<file path="src/rtl/pvq_pkg.sv">
package pvq_pkg;

    localparam int REG_W = 32;
    localparam int OFS_W = 8;

    typedef logic [OFS_W-1:0] ofs_t;

    // register byte offsets
    localparam ofs_t OFS_MAXSZ  = 8'h00; // R
    localparam ofs_t OFS_QSEL   = 8'h04; // W
    localparam ofs_t OFS_QSIZE  = 8'h08; // W
    localparam ofs_t OFS_QALIGN = 8'h0C; // W
    localparam ofs_t OFS_QPFN   = 8'h10; // RW
    localparam ofs_t OFS_PGSIZE = 8'h14; // W
    localparam ofs_t OFS_NOTIFY = 8'h18; // W
    localparam ofs_t OFS_IRQSTAT= 8'h1C; // R
    localparam ofs_t OFS_IRQACK = 8'h20; // W
    localparam ofs_t OFS_QBASE  = 8'h24; // R

    // interrupt cause bits
    localparam int ST_W    = 2;
    localparam int ST_USED = 0;
    localparam int ST_CFG  = 1;

endpackage

</file>
<file path="src/rtl/pvq_queue_bank.sv">
module pvq_queue_bank #(
    parameter int NUM_Q = 4,
    parameter int DW    = 32,
    localparam int IDXW = (NUM_Q > 1) ? $clog2(NUM_Q) : 1
) (
    input  logic                clk,
    input  logic                rst_n,
    input  logic                wr_size_i,
    input  logic                wr_align_i,
    input  logic                wr_pfn_i,
    input  logic [IDXW-1:0]     idx_i,
    input  logic [DW-1:0]       wdata_i,
    output logic [NUM_Q*DW-1:0] size_o,
    output logic [NUM_Q*DW-1:0] align_o,
    output logic [NUM_Q*DW-1:0] pfn_o
);

    typedef struct packed {
        logic [NUM_Q-1:0][DW-1:0] size;
        logic [NUM_Q-1:0][DW-1:0] align;
        logic [NUM_Q-1:0][DW-1:0] pfn;
    } bank_t;

    bank_t st_d, st_q;
    logic  idx_ok;

    assign idx_ok = (int'(idx_i) < NUM_Q);

    always_comb begin
        st_d = st_q;
        if (idx_ok) begin
            if (wr_size_i)  st_d.size[idx_i]  = wdata_i;
            if (wr_align_i) st_d.align[idx_i] = wdata_i;
            if (wr_pfn_i)   st_d.pfn[idx_i]   = wdata_i;
        end
    end

    always_ff @(posedge clk) begin
        if (!rst_n) st_q <= '0;
        else        st_q <= st_d;
    end

    for (genvar g = 0; g < NUM_Q; g++) begin : g_flat
        assign size_o[g*DW +: DW]  = st_q.size[g];
        assign align_o[g*DW +: DW] = st_q.align[g];
        assign pfn_o[g*DW +: DW]   = st_q.pfn[g];
    end

    // a page frame write lands in the addressed queue only
    assert_pfn_store_R2: assert property (@(posedge clk) disable iff (!rst_n)
        (wr_pfn_i && idx_ok) |=> (st_q.pfn[$past(idx_i)] == $past(wdata_i)));

endmodule

</file>
<file path="src/rtl/pvq_irq_status.sv">
module pvq_irq_status #(
    parameter int ST_W = 2
) (
    input  logic            clk,
    input  logic            rst_n,
    input  logic [ST_W-1:0] set_i,
    input  logic            ack_en_i,
    input  logic [ST_W-1:0] ack_mask_i,
    output logic [ST_W-1:0] status_o,
    output logic            irq_o
);

    typedef struct packed {
        logic [ST_W-1:0] status;
    } irq_t;

    irq_t st_d, st_q;

    always_comb begin
        st_d = st_q;
        if (ack_en_i) st_d.status = st_d.status & ~ack_mask_i;
        // a new cause is applied after the clear so it is never lost
        st_d.status = st_d.status | set_i;
    end

    always_ff @(posedge clk) begin
        if (!rst_n) st_q <= '0;
        else        st_q <= st_d;
    end

    assign status_o = st_q.status;
    assign irq_o    = |st_q.status;

    assert_set_wins_R9: assert property (@(posedge clk) disable iff (!rst_n)
        (set_i != '0) |=> ((status_o & $past(set_i)) == $past(set_i)));

    assert_ack_clears_R7: assert property (@(posedge clk) disable iff (!rst_n)
        ack_en_i |=> ((status_o & $past(ack_mask_i & ~set_i)) == '0));

    assert_status_hold_R10: assert property (@(posedge clk) disable iff (!rst_n)
        (!ack_en_i && set_i == '0) |=> $stable(status_o));

endmodule

</file>
<file path="src/rtl/pvq_mmio_regs.sv">
module pvq_mmio_regs
    import pvq_pkg::*;
#(
    parameter int NUM_Q       = 4,
    parameter int MAX_ENTRIES = 256,
    localparam int DW   = REG_W,
    localparam int IDXW = (NUM_Q > 1) ? $clog2(NUM_Q) : 1
) (
    input  logic                clk,
    input  logic                rst_n,
    input  logic [OFS_W-1:0]    bus_addr_i,
    input  logic                bus_wr_i,
    input  logic [DW-1:0]       bus_wdata_i,
    input  logic                bus_rd_i,
    output logic [DW-1:0]       bus_rdata_o,
    input  logic                evt_used_i,
    input  logic                evt_cfg_i,
    output logic                irq_o,
    output logic                notify_o,
    output logic [DW-1:0]       notify_qidx_o,
    output logic [DW-1:0]       page_size_o,
    output logic [NUM_Q*DW-1:0] q_size_o,
    output logic [NUM_Q*DW-1:0] q_align_o,
    output logic [NUM_Q*DW-1:0] q_pfn_o
);

    typedef struct packed {
        logic [DW-1:0] sel;
        logic [DW-1:0] page;
        logic [DW-1:0] rdata;
        logic          notify;
        logic [DW-1:0] nidx;
    } top_t;

    top_t st_d, st_q;

    logic            sel_ok;
    logic [IDXW-1:0] sel_idx;
    logic            wr_size, wr_align, wr_pfn, ack_en;
    logic [ST_W-1:0] status, set_vec;
    logic [DW-1:0]   pfn_arr [NUM_Q];
    logic [DW-1:0]   pfn_sel;
    logic [DW-1:0]   base_sel;
    logic            rd_wo;

    assign sel_ok  = (st_q.sel < DW'(NUM_Q));
    assign sel_idx = st_q.sel[IDXW-1:0];
    assign set_vec = {evt_cfg_i, evt_used_i};

    for (genvar g = 0; g < NUM_Q; g++) begin : g_pfn
        assign pfn_arr[g] = q_pfn_o[g*DW +: DW];
    end

    assign pfn_sel  = sel_ok ? pfn_arr[sel_idx] : '0;
    assign base_sel = pfn_sel * st_q.page;

    // write strobes toward the sub-blocks, gated by a valid selection
    always_comb begin
        wr_size  = bus_wr_i && (bus_addr_i == OFS_QSIZE)  && sel_ok;
        wr_align = bus_wr_i && (bus_addr_i == OFS_QALIGN) && sel_ok;
        wr_pfn   = bus_wr_i && (bus_addr_i == OFS_QPFN)   && sel_ok;
        ack_en   = bus_wr_i && (bus_addr_i == OFS_IRQACK);
    end

    always_comb begin
        st_d        = st_q;
        st_d.notify = 1'b0;
        st_d.nidx   = '0;
        st_d.rdata  = '0;
        if (bus_wr_i) begin
            unique case (bus_addr_i)
                OFS_QSEL:   st_d.sel  = bus_wdata_i;
                OFS_PGSIZE: st_d.page = bus_wdata_i;
                OFS_NOTIFY: begin
                    st_d.notify = 1'b1;
                    st_d.nidx   = bus_wdata_i;
                end
                default: ;
            endcase
        end
        if (bus_rd_i) begin
            unique case (bus_addr_i)
                OFS_MAXSZ:   st_d.rdata = sel_ok ? DW'(MAX_ENTRIES) : '0;
                OFS_QPFN:    st_d.rdata = pfn_sel;
                OFS_IRQSTAT: st_d.rdata = DW'(status);
                OFS_QBASE:   st_d.rdata = base_sel;
                default:     st_d.rdata = '0;
            endcase
        end
    end

    always_ff @(posedge clk) begin
        if (!rst_n) st_q <= '0;
        else        st_q <= st_d;
    end

    pvq_queue_bank #(.NUM_Q(NUM_Q), .DW(DW)) u_bank (
        .clk       (clk),
        .rst_n     (rst_n),
        .wr_size_i (wr_size),
        .wr_align_i(wr_align),
        .wr_pfn_i  (wr_pfn),
        .idx_i     (sel_idx),
        .wdata_i   (bus_wdata_i),
        .size_o    (q_size_o),
        .align_o   (q_align_o),
        .pfn_o     (q_pfn_o)
    );

    pvq_irq_status #(.ST_W(ST_W)) u_irq (
        .clk       (clk),
        .rst_n     (rst_n),
        .set_i     (set_vec),
        .ack_en_i  (ack_en),
        .ack_mask_i(bus_wdata_i[ST_W-1:0]),
        .status_o  (status),
        .irq_o     (irq_o)
    );

    assign bus_rdata_o   = st_q.rdata;
    assign notify_o      = st_q.notify;
    assign notify_qidx_o = st_q.nidx;
    assign page_size_o   = st_q.page;

    assign rd_wo = (bus_addr_i == OFS_QSEL)   || (bus_addr_i == OFS_QSIZE)  ||
                   (bus_addr_i == OFS_QALIGN) || (bus_addr_i == OFS_PGSIZE) ||
                   (bus_addr_i == OFS_NOTIFY) || (bus_addr_i == OFS_IRQACK);

    assert_wo_read_zero_R10: assert property (@(posedge clk) disable iff (!rst_n)
        (bus_rd_i && rd_wo) |=> (bus_rdata_o == '0));

    assert_oob_drop_R4: assert property (@(posedge clk) disable iff (!rst_n)
        (bus_wr_i && !sel_ok) |=> ($stable(q_pfn_o) && $stable(q_size_o) && $stable(q_align_o)));

    assert_oob_maxsz_R4: assert property (@(posedge clk) disable iff (!rst_n)
        (bus_rd_i && bus_addr_i == OFS_MAXSZ && !sel_ok) |=> (bus_rdata_o == '0));

    assert_notify_pulse_R11: assert property (@(posedge clk) disable iff (!rst_n)
        (bus_wr_i && bus_addr_i == OFS_NOTIFY) |=> (notify_o && notify_qidx_o == $past(bus_wdata_i)));

    assert_notify_quiet_R11: assert property (@(posedge clk) disable iff (!rst_n)
        !(bus_wr_i && bus_addr_i == OFS_NOTIFY) |=> !notify_o);

endmodule

</file>
<file path="config.mk">
export PLATFORM = sky130hd
export DESIGN_NAME = pvq_mmio_regs
export DESIGN_NICKNAME = d
export VERILOG_FILES = /design/src/rtl/pvq_pkg.sv /design/src/rtl/pvq_queue_bank.sv /design/src/rtl/pvq_irq_status.sv /design/src/rtl/pvq_mmio_regs.sv
export SDC_FILE = /design/constraint.sdc
export NUM_CORES = 2
export LEC_CHECK = 0
export ABC_CLOCK_PERIOD_IN_PS = 8550
export CAP_MARGIN = 15
export CORE_MARGIN = 5
export CORE_UTILIZATION = 61
export CTS_BUF_LIST = sky130_fd_sc_hd__clkbuf_2 sky130_fd_sc_hd__clkbuf_4 sky130_fd_sc_hd__clkbuf_8
export DETAILED_ROUTE_END_ITERATION = 7
export DONT_BUFFER_PORTS = 1
export PLACE_DENSITY = 0.8
export SYNTH_ARGS = -nofsm -noshare
export SYNTH_HDL_FRONTEND = slang
export SYNTH_SLANG_ARGS = --single-unit
export TNS_END_PERCENT = 50
</file>
<file path="constraint.sdc">
create_clock -name clk -period 8.55 [get_ports clk]
set_clock_uncertainty 0.05 [all_clocks]
set_input_delay 2.565 -clock clk [delete_from_list [all_inputs] [get_ports clk]]
set_output_delay 2.565 -clock clk [all_outputs]
set_load 0.03 [all_outputs]
</file>
==> summary.md <==
The flow ran to the end, and the final reports show no timing, DRC or antenna violations. The synthesized netlist contains 59 unique library cells. Buffers plus inverters on the worst setup path: 4. For this block, the routed nets add up to 116000 um of wire. By instance count, the cell type seen most on the critical path is fa_1. Setup repair after global routing left no endpoint under its margin. For the number of antenna violations at the first check in global routing, the log shows 3. For this run, the register share of the synthesized area comes to 29.0%. Of the total power, combinational logic draws 1.0%. The number of pins with negative max-slew slack in the final report came out at 0. In this run the count of I/O pins placed on the die edge is 528. The weighted congestion at the end of routability-driven global placement was 0.956; the average footprint of a synthesized cell was 8.82 um2.

TritonCTS built the clock tree. dfxtp_1 takes more of the synthesized area than any other cell. The total overflow left after global routing is 0.

Setup violations remaining at the end of the flow were counted as 0. Once detail routing completed, the nets flagged for antenna violations numbered 0. The first global-routing pass estimated 175000 um of wire. The average wire per standard cell works out to 24.5 um. The synthesized design devotes to its leading area cell type 29.0% of total area. The first-pass iteration count of the detailed router is 5. The critical path startpoint category was a register. Across the run, the number of max-cap violations was 0. The via count of the first global-routing pass was 28700; the share of layout cells above drive strength 1 was 9.86%. In this run, synthesis inferred 0 flip-flops with an integrated enable. The worst register-to-register path begins at st_q[99]. The maximum operating frequency is 121 MHz, and the final routed DRC violation total is 0. Of all nets on the critical path, the largest fanout is 11. The final hold violation count is 0, and the depth of the CTS H-tree is 3.

For the arrival time of data at the critical path endpoint, the log shows 8740 ps. Async set or reset register ratio after synthesis: 0%. The reg-to-reg setup timing slack was 250 ps. The estimated wirelength of the detail-placed design is 84500 um, and the total vias in the final route is 28300. The net switching power of the design came out at 1.06 mW. From synthesis to final layout, the design area changed by 6.95%. The Yosys step of the flow raised 0 warnings.

For the utilization after layout, the log shows 65.9%. In this run, flip-flops and latches consume 50.3% of the power. Headroom to the max-slew limit came out at 16.4%. Leading register cell type out of synthesis: dfxtp_1.

The startpoint identified for the worst hold timing path is page_size_o[5]. STA classifies the critical path endpoint as a register. Summing every instance area after synthesis gives 35500 um2. The number of buffers created by CTS was 82. Overall power consumption after layout is estimated at 4.78 mW.

The tools report the quantity of hold-fixing buffers added after cts as 0. The die covers 63200 um2. The tools report the clock network latency to the later pin of the worst-skew pair as 700 ps. The worst hold path passes through 2 cells. Synthesis produced a netlist whose cell count is 4032. The width of the die was 251 um. Net switching is 22.1% of the power. Input and output buffers added on the ports amount to 0. For the worst setup path, the data required time is 9000 ps. The worst-case IR drop observed on VDD is 0.173 mV. After clock tree synthesis, the clock-pin slew on the worst setup and hold paths is 60 ps. The worst register-to-register path ends at bus_rdata_o[28].

The effective utilization at floorplan is 61.6%, and the register bit count reported by yosys is 515. After layout, the worst path uses 97.0% of the clock period. The depth of the worst register-to-register path is 27. The internal portion of the total power is 3.72 mW.

The vertical die dimension is 251 um. Library cell used as clock root buffer: clkbuf_8. The clock network burns 48.7% of the power. The critical path's top delay family was adder cells. Cell with the biggest individual delay on the critical path: fa_1. The power density relative to cell area is 126 nW/um2, and the combined global-route utilization of all metal layers is 35.7%.

The worst hold path terminates at page_size_o[5]. Entering global routing, the biggest net connects 455 pins. The floorplan has 88 rows. For the final net count, the log shows 4472.

Type of the worst min-delay path: reg -> reg. The longest clock path from root to sink contains 3 buffers. The analysis attributes to cell leakage a power of 13.3 nW. The first routing iteration left 2677 violations.

The actual transition at the worst max-transition pin was 1240 ps; the mean number of vias per cell was 6.00. After floorplanning, the core was sized to cover 57700 um2. Highest cell delay on the worst timing path: 580 ps. By area the synthesized netlist is led by dfxtp_1 (29%), fa_1 (23%), nand2_1 (13%). The critical setup path kind was reg -> reg. Counting every sink on the clock net gives 515. When the netlist entered floorplanning its net count stood at 4609. The clock period minus worst slack came out at 8300 ps. For the filler cell count in the final layout, the log shows 4431.
[sequential cells by signal, indices dropped and copies added (netlist names)]
| register | cells |
|---|---|
| notify_qidx_o | 32 |
| notify_o | 1 |
| st_q | 30 |
| u_bank.size_o | 128 |
| sel_idx | 2 |
| bus_rdata_o | 32 |
| u_bank.align_o | 128 |
| u_bank.pfn_o | 128 |
| page_size_o | 32 |
| u_irq.status_o | 2 |
[cells in the final DEF (no fill, tap or decap), types with 8 or more instances in the layout]
cell	n
inv_1	296
nand3_1	14
xnor2_1	61
nor2_1	41
dfxtp_1	513
a21oi_1	23
a21o_1	11
buf_12	11
nor3b_2	13
a22oi_1	19
and3_1	62
xor2_1	22
and2_1	172
buf_4	149
a21boi_0	435
ha_1	123
fa_1	408
a21boi_1	14
nor2b_1	8
o21ai_0	16
nand2_1	1277
clkbuf_8	105
clkbuf_4	24
mux4_2	32
[synthesized netlist by cell type (7+ instances only)]
cell	instances
and2_1	172
nand3_1	15
o21ai_0	18
a21oi_1	23
ha_1	123
o21a_1	7
clkbuf_1	271
xnor2_1	61
mux4_2	32
buf_4	97
xor2_1	22
a21boi_1	14
nor2b_1	8
inv_1	296
nor3b_1	11
nor4_2	7
fa_1	408
nand2_1	1277
nor2_1	52
a21boi_0	435
a21o_1	11
and3_1	62
dfxtp_1	515
a22oi_1	19
buf_2	8
[routing by layer]
layer | vias up | routed length (um) | GRT usage, %
met2 | 1826 | 53500 | 57.0
li1 | 12200 | - | -
met1 | 13800 | 38900 | 41.2
met4 | 0 | 8630 | 21.8
met3 | 505 | 14700 | 13.1
met5 | - | 0 | 0
[cell families after synthesis]
family	synth area share, %
AOI/OAI and AO/OA	11.3
xor gates and xnor gates	2.09
adders and majority gates	27.3
buffers and inverters	8.32
DFF	29.0
muxes	2.03
and+or+nand+nor	19.9
[how the worst max path moves through the flow]
stage                           from  cells past startpoint         endpoint  slack [ps]
final                       st_q[99]                     27  bus_rdata_o[28]         250
after global routing       st_q[113]                     27  bus_rdata_o[28]           3
after CTS                 sel_idx[0]                     24  bus_rdata_o[31]         140
after detailed placement   st_q[122]                     27  bus_rdata_o[28]         -30
after global placement     st_q[122]                     27  bus_rdata_o[30]         210
after floorplan            st_q[114]                     31  bus_rdata_o[31]         230
[power groups by stage]
| stage | clock network, mW | registers, mW | logic, mW |
|---|---|---|---|
| after floorplan | 0 | 2.46 | 0.0776 |
| after global placement | 0 | 2.46 | 0.0443 |
| after detailed placement | 0 | 2.46 | 0.0448 |
| after CTS | 2.33 | 2.40 | 0.0450 |
| after global routing | 2.44 | 2.40 | 0.0478 |
| final | 2.32 | 2.40 | 0.0488 |
[per-stage QoR]
step           area (um2)  setup WS (ps)  TNS (ps)  instances  hold slack, ps
5_1_grt             38000           2.75         0       4721             441
2_1_floorplan       35500            233         0       4032             393
4_1_cts             37900            139         0       4708             416
6_report            38000            254         0       4724             419
3_3_place_gp        36000            211         0       4564             399
3_5_place_dp        36000          -25.4     -25.4       4564             408
[repair_timing]
action / in CTS / in global routing
gates resized for setup: 1 / 8
buffers inserted: 0 / 11
setup endpoints to repair: 1 / 6
pin swaps: 0 / 2
[cell type report]
type	count	area, um2	share of cell area, %
multi-input cells	2837	22400	59.0
flip-flops and latches	515	10300	27.1
clock buffers	129	1630	4.27
repair buffers	163	1370	3.61
inverters	296	1110	2.92
well taps	765	957	2.52
clock inverters	15	200	0.527
diodes	4	10.0	0.0263
[worst register-to-register path: cells and delay by family (launching register included)]
family	cells	cell delay (ps)
adders and majority gates	9	4310
AOI/OAI and AO/OA	7	1330
and+or+nand+nor	6	1270
buffers and inverters	4	660
DFF	1	320
xor gates and xnor gates	1	170
(Power assumes the default switching activity.)
